--- src/rtl/odr_pkg.sv ---
package odr_pkg;

  typedef enum logic [1:0] {
    CMD_RD   = 2'd0,
    CMD_LINE = 2'd1,
    CMD_MULT = 2'd2,
    CMD_RSV  = 2'd3
  } ib_cmd_e;

  typedef enum logic [2:0] {
    RSP_NONE   = 3'd0,
    RSP_RETRY  = 3'd1,
    RSP_DATA   = 3'd2,
    RSP_MABORT = 3'd3,
    RSP_TABORT = 3'd4
  } ib_rsp_e;

  typedef enum logic [1:0] {
    XS_OK     = 2'd0,
    XS_MABORT = 2'd1,
    XS_TABORT = 2'd2,
    XS_PERR   = 2'd3
  } ext_sts_e;

  typedef enum logic [1:0] {
    ST_IDLE   = 2'd0,
    ST_FETCH  = 2'd1,
    ST_READY  = 2'd2,
    ST_STREAM = 2'd3
  } odr_state_e;

  // Dwords fetched per command; zero for a non-read command
  function automatic logic [2:0] fetch_dwords(input logic [1:0] cmd);
    case (cmd)
      2'd0:    fetch_dwords = 3'd1;
      2'd1:    fetch_dwords = 3'd2;
      2'd2:    fetch_dwords = 3'd4;
      default: fetch_dwords = 3'd0;
    endcase
  endfunction

endpackage

--- src/rtl/odr_win_decode.sv ---
module odr_win_decode #(
  parameter int AW = 32,
  parameter int NWIN = 2,
  parameter int WIN_LOG2 = 16,
  parameter logic [NWIN*AW-1:0] OB_BASES = '0,
  parameter logic [AW-1:0] DIR_BASE = '0,
  parameter int DIR_LOG2 = 20
) (
  input  logic [AW-1:0] addr,
  input  logic          dir_en,
  output logic          hit
);
  localparam int TW = AW - WIN_LOG2;
  localparam int DTW = AW - DIR_LOG2;

  logic [NWIN-1:0] ob_hit;
  logic            dir_hit;

  for (genvar w = 0; w < NWIN; w++) begin : g_win
    assign ob_hit[w] = (addr[AW-1:WIN_LOG2] == OB_BASES[w*AW+WIN_LOG2 +: TW]);
  end

  assign dir_hit = dir_en && (addr[AW-1:DIR_LOG2] == DIR_BASE[AW-1 -: DTW]);
  assign hit = (|ob_hit) || dir_hit;
endmodule

--- src/rtl/odr_beat_store.sv ---
module odr_beat_store #(
  parameter int DW = 32,
  parameter int DEPTH = 4
) (
  input  logic                     clk,
  input  logic                     rst_n,
  input  logic                     wr_en,
  input  logic [$clog2(DEPTH)-1:0] wr_idx,
  input  logic [DW-1:0]            wr_data,
  input  logic                     wr_perr,
  input  logic [$clog2(DEPTH)-1:0] rd_idx,
  output logic [DW-1:0]            rd_data,
  output logic                     rd_perr
);
  logic [DW-1:0]    mem_q  [DEPTH];
  logic [DEPTH-1:0] perr_q;

  always_ff @(posedge clk or negedge rst_n) begin
    if (!rst_n) begin
      for (int i = 0; i < DEPTH; i++) mem_q[i] <= '0;
      perr_q <= '0;
    end else if (wr_en) begin
      mem_q[wr_idx]  <= wr_data;
      perr_q[wr_idx] <= wr_perr;
    end
  end

  assign rd_data = mem_q[rd_idx];
  assign rd_perr = perr_q[rd_idx];
endmodule

--- src/rtl/odr_ctrl.sv ---
module odr_ctrl #(
  parameter int AW = 32,
  parameter int DW = 32,
  parameter int NWIN = 2,
  parameter int WIN_LOG2 = 16,
  parameter logic [NWIN*AW-1:0] OB_BASES = {32'h9000_0000, 32'h8000_0000},
  parameter logic [AW-1:0] DIR_BASE = 32'h0000_0000,
  parameter int DIR_LOG2 = 20
) (
  input  logic            clk,
  input  logic            rst_n,
  input  logic            dir_win_en,
  input  logic            ib_req,
  input  logic [AW-1:0]   ib_addr,
  input  logic [1:0]      ib_cmd,
  input  logic [DW/8-1:0] ib_be,
  output logic [2:0]      ib_rsp,
  output logic [DW-1:0]   ib_rdata,
  output logic            ib_rlast,
  output logic            ib_rperr,
  output logic            cif_hold,
  output logic            cif_ready,
  output logic            ext_req,
  output logic [AW-1:0]   ext_addr,
  output logic [1:0]      ext_cmd,
  output logic [DW/8-1:0] ext_be,
  output logic [2:0]      ext_len,
  input  logic            ext_valid,
  input  logic [DW-1:0]   ext_data,
  input  logic [1:0]      ext_status
);
  import odr_pkg::*;

  localparam int MAXB = 4;
  localparam int BW = $clog2(MAXB);
  localparam int BEW = DW / 8;

  odr_state_e      state_q;
  logic [AW-1:0]   q_addr;
  logic [1:0]      q_cmd;
  logic [BEW-1:0]  q_be;
  logic [2:0]      q_len;
  ext_sts_e        q_abort;
  logic [BW-1:0]   wcnt_q, rcnt_q;

  ib_rsp_e         rsp_q;
  logic [DW-1:0]   rdata_q;
  logic            rlast_q, rperr_q;

  // Named internal events
  logic win_hit, claim, match, beat_in, beat_abort, beat_final, store_wr;
  logic [BW-1:0] rd_idx;
  logic [DW-1:0] st_data;
  logic st_perr;
  ext_sts_e xs;

  assign xs = ext_sts_e'(ext_status);

  odr_win_decode #(
    .AW(AW), .NWIN(NWIN), .WIN_LOG2(WIN_LOG2), .OB_BASES(OB_BASES),
    .DIR_BASE(DIR_BASE), .DIR_LOG2(DIR_LOG2)
  ) u_dec (
    .addr(ib_addr), .dir_en(dir_win_en), .hit(win_hit)
  );

  assign claim      = ib_req && win_hit && (ib_cmd != CMD_RSV);
  assign match      = claim && (ib_addr == q_addr) && (ib_cmd == q_cmd);
  assign beat_in    = (state_q == ST_FETCH) && ext_valid;
  assign beat_abort = beat_in && ((xs == XS_MABORT) || (xs == XS_TABORT));
  assign beat_final = beat_in && ({1'b0, wcnt_q} == q_len - 3'd1);
  assign store_wr   = beat_in && !beat_abort;
  assign rd_idx     = (state_q == ST_READY) ? '0 : rcnt_q;

  odr_beat_store #(.DW(DW), .DEPTH(MAXB)) u_store (
    .clk(clk), .rst_n(rst_n),
    .wr_en(store_wr), .wr_idx(wcnt_q), .wr_data(ext_data),
    .wr_perr(xs == XS_PERR),
    .rd_idx(rd_idx), .rd_data(st_data), .rd_perr(st_perr)
  );

  always_ff @(posedge clk or negedge rst_n) begin
    if (!rst_n) begin
      state_q <= ST_IDLE;
      q_addr  <= '0;
      q_cmd   <= '0;
      q_be    <= '0;
      q_len   <= '0;
      q_abort <= XS_OK;
      wcnt_q  <= '0;
      rcnt_q  <= '0;
      rsp_q   <= RSP_NONE;
      rdata_q <= '0;
      rlast_q <= 1'b0;
      rperr_q <= 1'b0;
    end else begin
      rsp_q   <= RSP_NONE;
      rdata_q <= '0;
      rlast_q <= 1'b0;
      rperr_q <= 1'b0;
      case (state_q)
        ST_IDLE: begin
          if (claim) begin
            q_addr  <= ib_addr;
            q_cmd   <= ib_cmd;
            q_be    <= ib_be;
            q_len   <= fetch_dwords(ib_cmd);
            q_abort <= XS_OK;
            wcnt_q  <= '0;
            rsp_q   <= RSP_RETRY;
            state_q <= ST_FETCH;
          end
        end
        ST_FETCH: begin
          if (claim) rsp_q <= RSP_RETRY;
          if (beat_abort) begin
            q_abort <= xs;
            state_q <= ST_READY;
          end else if (beat_in) begin
            wcnt_q <= wcnt_q + 1'b1;
            if (beat_final) state_q <= ST_READY;
          end
        end
        ST_READY: begin
          if (match) begin
            if (q_abort == XS_MABORT) begin
              rsp_q   <= RSP_MABORT;
              state_q <= ST_IDLE;
            end else if (q_abort == XS_TABORT) begin
              rsp_q   <= RSP_TABORT;
              state_q <= ST_IDLE;
            end else begin
              rsp_q   <= RSP_DATA;
              rdata_q <= st_data;
              rperr_q <= st_perr;
              rlast_q <= (q_len == 3'd1);
              rcnt_q  <= 1;
              state_q <= (q_len == 3'd1) ? ST_IDLE : ST_STREAM;
            end
          end else if (claim) begin
            rsp_q <= RSP_RETRY;
          end
        end
        default: begin
          rsp_q   <= RSP_DATA;
          rdata_q <= st_data;
          rperr_q <= st_perr;
          rcnt_q  <= rcnt_q + 1'b1;
          if ({1'b0, rcnt_q} == q_len - 3'd1) begin
            rlast_q <= 1'b1;
            state_q <= ST_IDLE;
          end
        end
      endcase
    end
  end

  assign ib_rsp    = rsp_q;
  assign ib_rdata  = rdata_q;
  assign ib_rlast  = rlast_q;
  assign ib_rperr  = rperr_q;
  assign ext_req   = (state_q == ST_FETCH);
  assign cif_hold  = (state_q == ST_FETCH);
  assign cif_ready = (state_q == ST_READY) || (state_q == ST_STREAM);
  assign ext_addr  = q_addr;
  assign ext_cmd   = q_cmd;
  assign ext_be    = q_be;
  assign ext_len   = q_len;
endmodule

--- config.mk ---
export PLATFORM = sky130hd
export DESIGN_NAME = odr_ctrl
export DESIGN_NICKNAME = d
export VERILOG_FILES = /design/src/rtl/odr_pkg.sv /design/src/rtl/odr_win_decode.sv /design/src/rtl/odr_beat_store.sv /design/src/rtl/odr_ctrl.sv
export SDC_FILE = /design/constraint.sdc
export NUM_CORES = 1
export LEC_CHECK = 0
export CORE_MARGIN = 2
export CORE_UTILIZATION = 54
export CTS_CLUSTER_DIAMETER = 50
export DETAILED_ROUTE_END_ITERATION = 10
export GPL_ROUTABILITY_DRIVEN = 0
export GPL_TIMING_DRIVEN = 0
export PLACE_DENSITY = 0.91
export RECOVER_POWER = 50
export SYNTH_ARGS = -nofsm -noshare
export SYNTH_HDL_FRONTEND = slang
export SYNTH_HIERARCHICAL = 1
export SYNTH_SLANG_ARGS = --single-unit
--- constraint.sdc ---
create_clock -name clk -period 2.7 [get_ports clk]
set_input_delay 0.54 -clock clk [delete_from_list [all_inputs] [get_ports clk]]
set_output_delay 0.54 -clock clk [all_outputs]
set_load 0.01 [all_outputs]
==> metrics.cfg, run 1 <==
[status]
status = finished, violations left
violations = capacitance limit, slew limit

[logic_synthesis]
synth_edf_count = 0
avgSynthCellArea_um2 = 15.6
syn_inst = 638
syn_area_um2 = 9920
synth_nets = 722
synth_top_area_share_pct = 55.0
yosys_warnings = 6
async_reset_ff_share_pct = 100
synth_common_cells = dfrtp_1, mux2_2, xnor2_1, mux4_2, nor2b_4
synthFlopType = dfrtp_1
synth.largest_area_cell = dfrtp_1
synth_most_common_cell = dfrtp_1
ys_types = 51
synth_area_leaders = dfrtp_1, mux2_2, mux4_2
yosysSeqAreaShare_pct = 55.0
yosys_register_bits = 218

[clocking]
post_cts_buffers = 0
cts.sinks = 218
cts_root_buf = clkbuf_16
clk_pin_slew_ns = 0.06
cts_buffers = 23
cts_tree = built
clk_latency_ns = 0.52
clockBufferDepth = 3
hold_buffers = 0
htree_levels = 1

[floorplanning]
rows = 49
die_w_um = 140
ios = 158
die_h_um = 140
start_util_pct = 55.1
dieArea_um2 = 19500
core_area_um2 = 18000

[power]
p_int_uw = 5520
ir_drop_uv = 672
power_density_nw_per_um2 = 554
p_sw_share_pct = 21.2
switching_power_uw = 1480
power_frac_seq_pct = 47.0
p_clk_share_pct = 48.7
p_comb_share_pct = 4.4
power.leakage_uw = 0.00590
power.total_uw = 7000

[sta]
worstMarginPinSlew_ns = 2.29
finalCriticalPeriod_ns = 2.63
drv_slew = 105
finalSetupViolations = 0
finalClockSkew_ns = 0.0125
hold_viol = 0
period_share_pct = 97.4
rsz0062_at_grt = yes
slew_headroom_pct = -52.9
fmax_mhz = 380

[global_routing]
use_met1_pct = 29.1
grt_max_degree = 115
grt_pass1_wl_um = 35200
antenna_found_initial = 1
grt_overflow = 0
gr-usage-met3_pct = 6.13
gr-usage-met2_pct = 40.1
busiest_layer = met2
grt_pass1_vias = 6430
grt_usage_pct = 22.9

[setup_path]
critPathKind = flip-flop to output port
crit_path_start_kind = flip-flop
worst-path-max-fanout = 12
worstPathArrival_ns = 2.09
endpoint_kind = output port
crit_required_ns = 2.16

[place]
portBuffers = 157
dp_hpwl_um = 14700

[cells_and_area]
fillerInstances = 1195
utilization_pct = 70.2
ff_latch_area_um2 = 5460
layout.nets = 904
area_growth_pct = 27.5
diodes = 0
layout-drive-gt1-share_pct = 38.5
multi_input_area_um2 = 4220

[routing]
routed_via_density = 5.55
post-route-drc-count = 0
wl_per_cell_um = 20.6
firstDrtPassIters = 5
ant_nets = 0
routed-via-count = 5911
drtIter0Drc = 304
wl_um = 21900

[worst_hold_path]
holdCritPathClass = flip-flop to flip-flop

[job]
cap_viol_max_count = 1

## kinds of logic (layout without fill, tap and decap cells)
family / after synthesis / after routing / share of synthesized area, %
simple gates: 99 / 99 / 8.35
flops: 218 / 218 / 55.0
compound gates: 28 / 28 / 1.99
fa+ha+maj: 7 / 7 / 0.883
buf+inv: 38 / 237 / 2.82
xor+xnor: 40 / 40 / 3.61
mux: 208 / 208 / 27.4
## worst paths after layout
| check | cells past startpoint | to | slack, ns | start |
|---|---|---|---|---|
| min reg2reg | 1 | u_store/mem_q[115] | 0.49 | u_store/mem_q[115] |
| max in group asynchronous | 2 | ext_addr[20] | 0.51 | rst_n |
| max reg2reg | 7 | ib_rdata[30] | 0.29 | state_q[0] |
| min | 1 | u_store/mem_q[115] | 0.49 | u_store/mem_q[115] |
| min in group asynchronous | 1 | u_store/mem_q[3] | 0.70 | rst_n |
| max | 4 | cif_ready | 0.07 | state_q[0] |
## registers in the layout (all words and copies together), names as in the netlist
name            flops
u_store/mem_q     128
ext_addr           32
ib_rdata           32
ext_be              4
u_store/perr_q      4
ext_len             3
ib_rsp              3
ext_cmd             2
q_abort             2
rcnt_q              2
state_q             2
wcnt_q              2
ib_rlast            1
ib_rperr            1
## per-layer routing
layer	vias to the layer above	wire length, µm	share of wire (%)
met5	-	0	0
met4	0	348	1.6
met3	28	1570	7.2
met2	195	11200	51
met1	3019	8850	40
li1	2669	-	-
## power by group through the flow
stage | clock network [µW] | logic, µW | registers (µW)
after CTS | 3470 | 312 | 3290
after detailed placement | 0 | 309 | 3350
final | 3410 | 308 | 3290
after global routing | 3610 | 340 | 3290
after floorplan | 0 | 72.9 | 3340
after global placement | 0 | 299 | 3350
## layout by cell type (no fill, tap or decap), types with 9 or more instances in the layout
cell type / synthesis / routed
dfrtp_1: 218 / 218
mux2_2: 171 / 171
clkdlybuf4s50_1: 0 / 117
dlygate4sd3_1: 0 / 39
xnor2_1: 34 / 34
mux4_2: 33 / 33
nor2b_4: 30 / 30
clkbuf_16: 0 / 23
nand2_1: 17 / 17
buf_2: 11 / 12
nor2_1: 10 / 10
nand4_1: 9 / 9
## cell type report
cell class / count / share of cell area [%]
flip-flops and latches: 218 / 43.1
multi-input cells: 382 / 33.3
inverters: 8 / 0.237
plain buffers: 29 / 1.95
clock buffers: 33 / 5.24
clock inverters: 9 / 1.30
well taps: 229 / 2.26
repair buffers: 158 / 12.5
## repair_timing
| action | CTS | global route |
|---|---|---|
| gates resized for setup | 2 | 4 |
| endpoints found under the hold margin | 0 | 0 |
| pin swaps | 0 | 1 |
| endpoints found under the setup margin | 2 | 37 |
## worst max-delay path, cell delays in order (launching register included)
cell and delay, ns:
dfrtp_1 0.41, inv_1 0.10, ha_2 0.27, or2_2 0.32
clkdlybuf4s50_1 0.48
## metrics by stage
stage / std cells / hold WS, ns / setup TNS, ns / area, µm² / setup WS [ns]
finish: 1066 / 0.493 / 0 / 12700 / 0.0691
global route: 1066 / 0.511 / -0.117 / 12700 / -0.0310
CTS: 1066 / 0.0889 / 0 / 12600 / 0.00896
detailed placement: 1025 / 0.478 / -34.53 / 11800 / -0.526
global placement: 1024 / 0.464 / -1758.29 / 11800 / -7.94
floorplan: 638 / 0.244 / 0 / 9920 / 0.444
(Power assumes the default switching activity.)
==> inputs of run 2 (changes only) <==
Settings changed: CAP_MARGIN set to 20, CORE_UTILIZATION 54 to 49, PLACE_DENSITY 0.91 to 0.88, REMOVE_ABC_BUFFERS set to 1.
Clock period 2.7 ns to 2.4 ns, I/O delays scaled along.
==> metrics.cfg, run 2 (synthesized netlist as in run 1, its figures left out) <==
[global_routing]
grt_pass1_wl_um = 35900
grt_usage_pct = 21.0
grt_overflow = 0
grt_pass1_vias = 6679
antenna_found_initial = 0
grt_max_degree = 78

[floorplanning]
core_area_um2 = 20000
dieArea_um2 = 21400
ios = 158
start_util_pct = 49.5
rows = 52
die_w_um = 146
die_h_um = 146

[cells_and_area]
layout_commonest_cell = dfrtp_1
diodes = 0
largest_reg_flops = 128
layout.nets = 906
largest_register = u_store/mem_q
layout_common_cells = dfrtp_1, mux2_2, clkdlybuf4s50_1, xnor2_1, mux4_2
layout-drive-gt1-share_pct = 40.5
area_growth_pct = 32.4
postLayoutCellArea_um2 = 13100
final_cells = 1114

[routing]
firstDrtPassIters = 4
drtIter0Drc = 270
wl_per_cell_um = 19.5
wl_um = 21700
ant_nets = 0
post-route-drc-count = 0
routed-via-count = 6022
routed_via_density = 5.41

[sta]
hold_slack_ns = 0.340
finalCriticalPeriod_ns = 2.33
drv_slew = 70
period_share_pct = 97.0
final.setup.tns_ns = 0
hold_viol = 0
finalClockSkew_ns = 0.0146
fmax_mhz = 430
finalSetupViolations = 0
slew_headroom_pct = -4.59
worstMarginPinSlew_ns = 1.57

[place]
dp_hpwl_um = 13500
placed_cell_area_um2 = 11800
portBuffers = 157
placedCellCount = 1043

[clocking]
cts_tree = built
clk_pin_slew_ns = 0.06
cts_buffers = 28
cts_root_buf = clkbuf_16
clockBufferDepth = 3
htree_levels = 1
clk_latency_ns = 0.53
cts.sinks = 218

[setup_path]
regToRegStartpoint = ext_len[0]
worstPathArrival_ns = 1.85
crit_path_start_kind = flip-flop
critPathKind = flip-flop to output port
endpoint_kind = output port
r2r-end = state_q[0]
ff2ff_setup_slack_ns = 0.13
ff2ff_path_depth = 7
worst-path-max-fanout = 12
crit_required_ns = 1.92

[power]
ir_drop_uv = 585
power_density_nw_per_um2 = 652
power.leakage_uw = 0.00614

[status]
status = finished, violations left
violations = capacitance limit, slew limit

[worst_hold_path]
min_from = ib_addr[24]
min_to = ext_addr[24]
holdCritPathClass = input port to flip-flop
holdPathStages = 2

[job]
cap_viol_max_count = 1

run 2: worst max path at each step:
stage / startpoint / slack, ns / to / cells after the start
2_1_floorplan: state_q[0] / -1.97 / ib_rdata[13] / 5
3_3_place_gp: rst_n / -8.28 / ext_addr[9] / 1
3_5_place_dp: ib_addr[17] / -1.13 / ib_rdata[30] / 10
4_1_cts: ib_addr[21] / -0.008 / ib_rdata[30] / 10
5_1_grt: ext_status[0] / -0.00004 / u_store/mem_q[124] / 8
6_report: state_q[0] / 0.07 / cif_ready / 4
run 2: layout make-up:
| cell class | instances | area, µm² |
|---|---|---|
| clock buffers | 34 | 774 |
| clock inverters | 18 | 253 |
| fillers | 1407 | 6900 |
| inverters | 8 | 30.0 |
| multi-input cells | 384 | 4350 |
| flip-flops and latches | 218 | 5460 |
| well taps | 270 | 338 |
| repair buffers | 182 | 1940 |
run 2: per-stage QoR:
step           power, µW  utilization (%)  setup WS, ns
2_1_floorplan       3840                -         -1.97
4_1_cts             8680             65.3      -0.00834
3_5_place_dp        4110             58.9         -1.13
5_1_grt             8880             65.6    -0.0000422
3_3_place_gp        4130             57.8         -8.28
6_report            8570             65.6        0.0721
run 2: what timing repair did:
item                       CTS  global route
hold buffers                 1             0
pin swaps                    3             5
setup buffers               10             6
gates resized for setup     22             8
hold endpoints to repair    69             0
gates cloned                 2             0
setup endpoints to repair  172            85
run 2: power by group:
group	leakage (µW)	total (µW)	internal [µW]	switching, µW
clock	0.000496	4520	2870	1650
combinational	0.00261	349	165	184
sequential	0.00303	3700	3680	15.8
total	0.00614	8570	6720	1850
run 2: worst max-delay path, cell delays in order, from the launching register on:
cell	delay, ns
dfrtp_2	0.40
inv_1	0.11
ha_4	0.23
or2_2	0.30
dlygate4sd2_1	0.29
run 2: metal layers:
layer / global-route usage (%) / vias to the layer above / wire length, µm
li1: - / 2679 / -
met1: 25.8 / 3133 / 8520
met2: 37.0 / 176 / 11300
met3: 5.50 / 34 / 1450
met4: 5.19 / 0 / 389
met5: 0 / - / 0
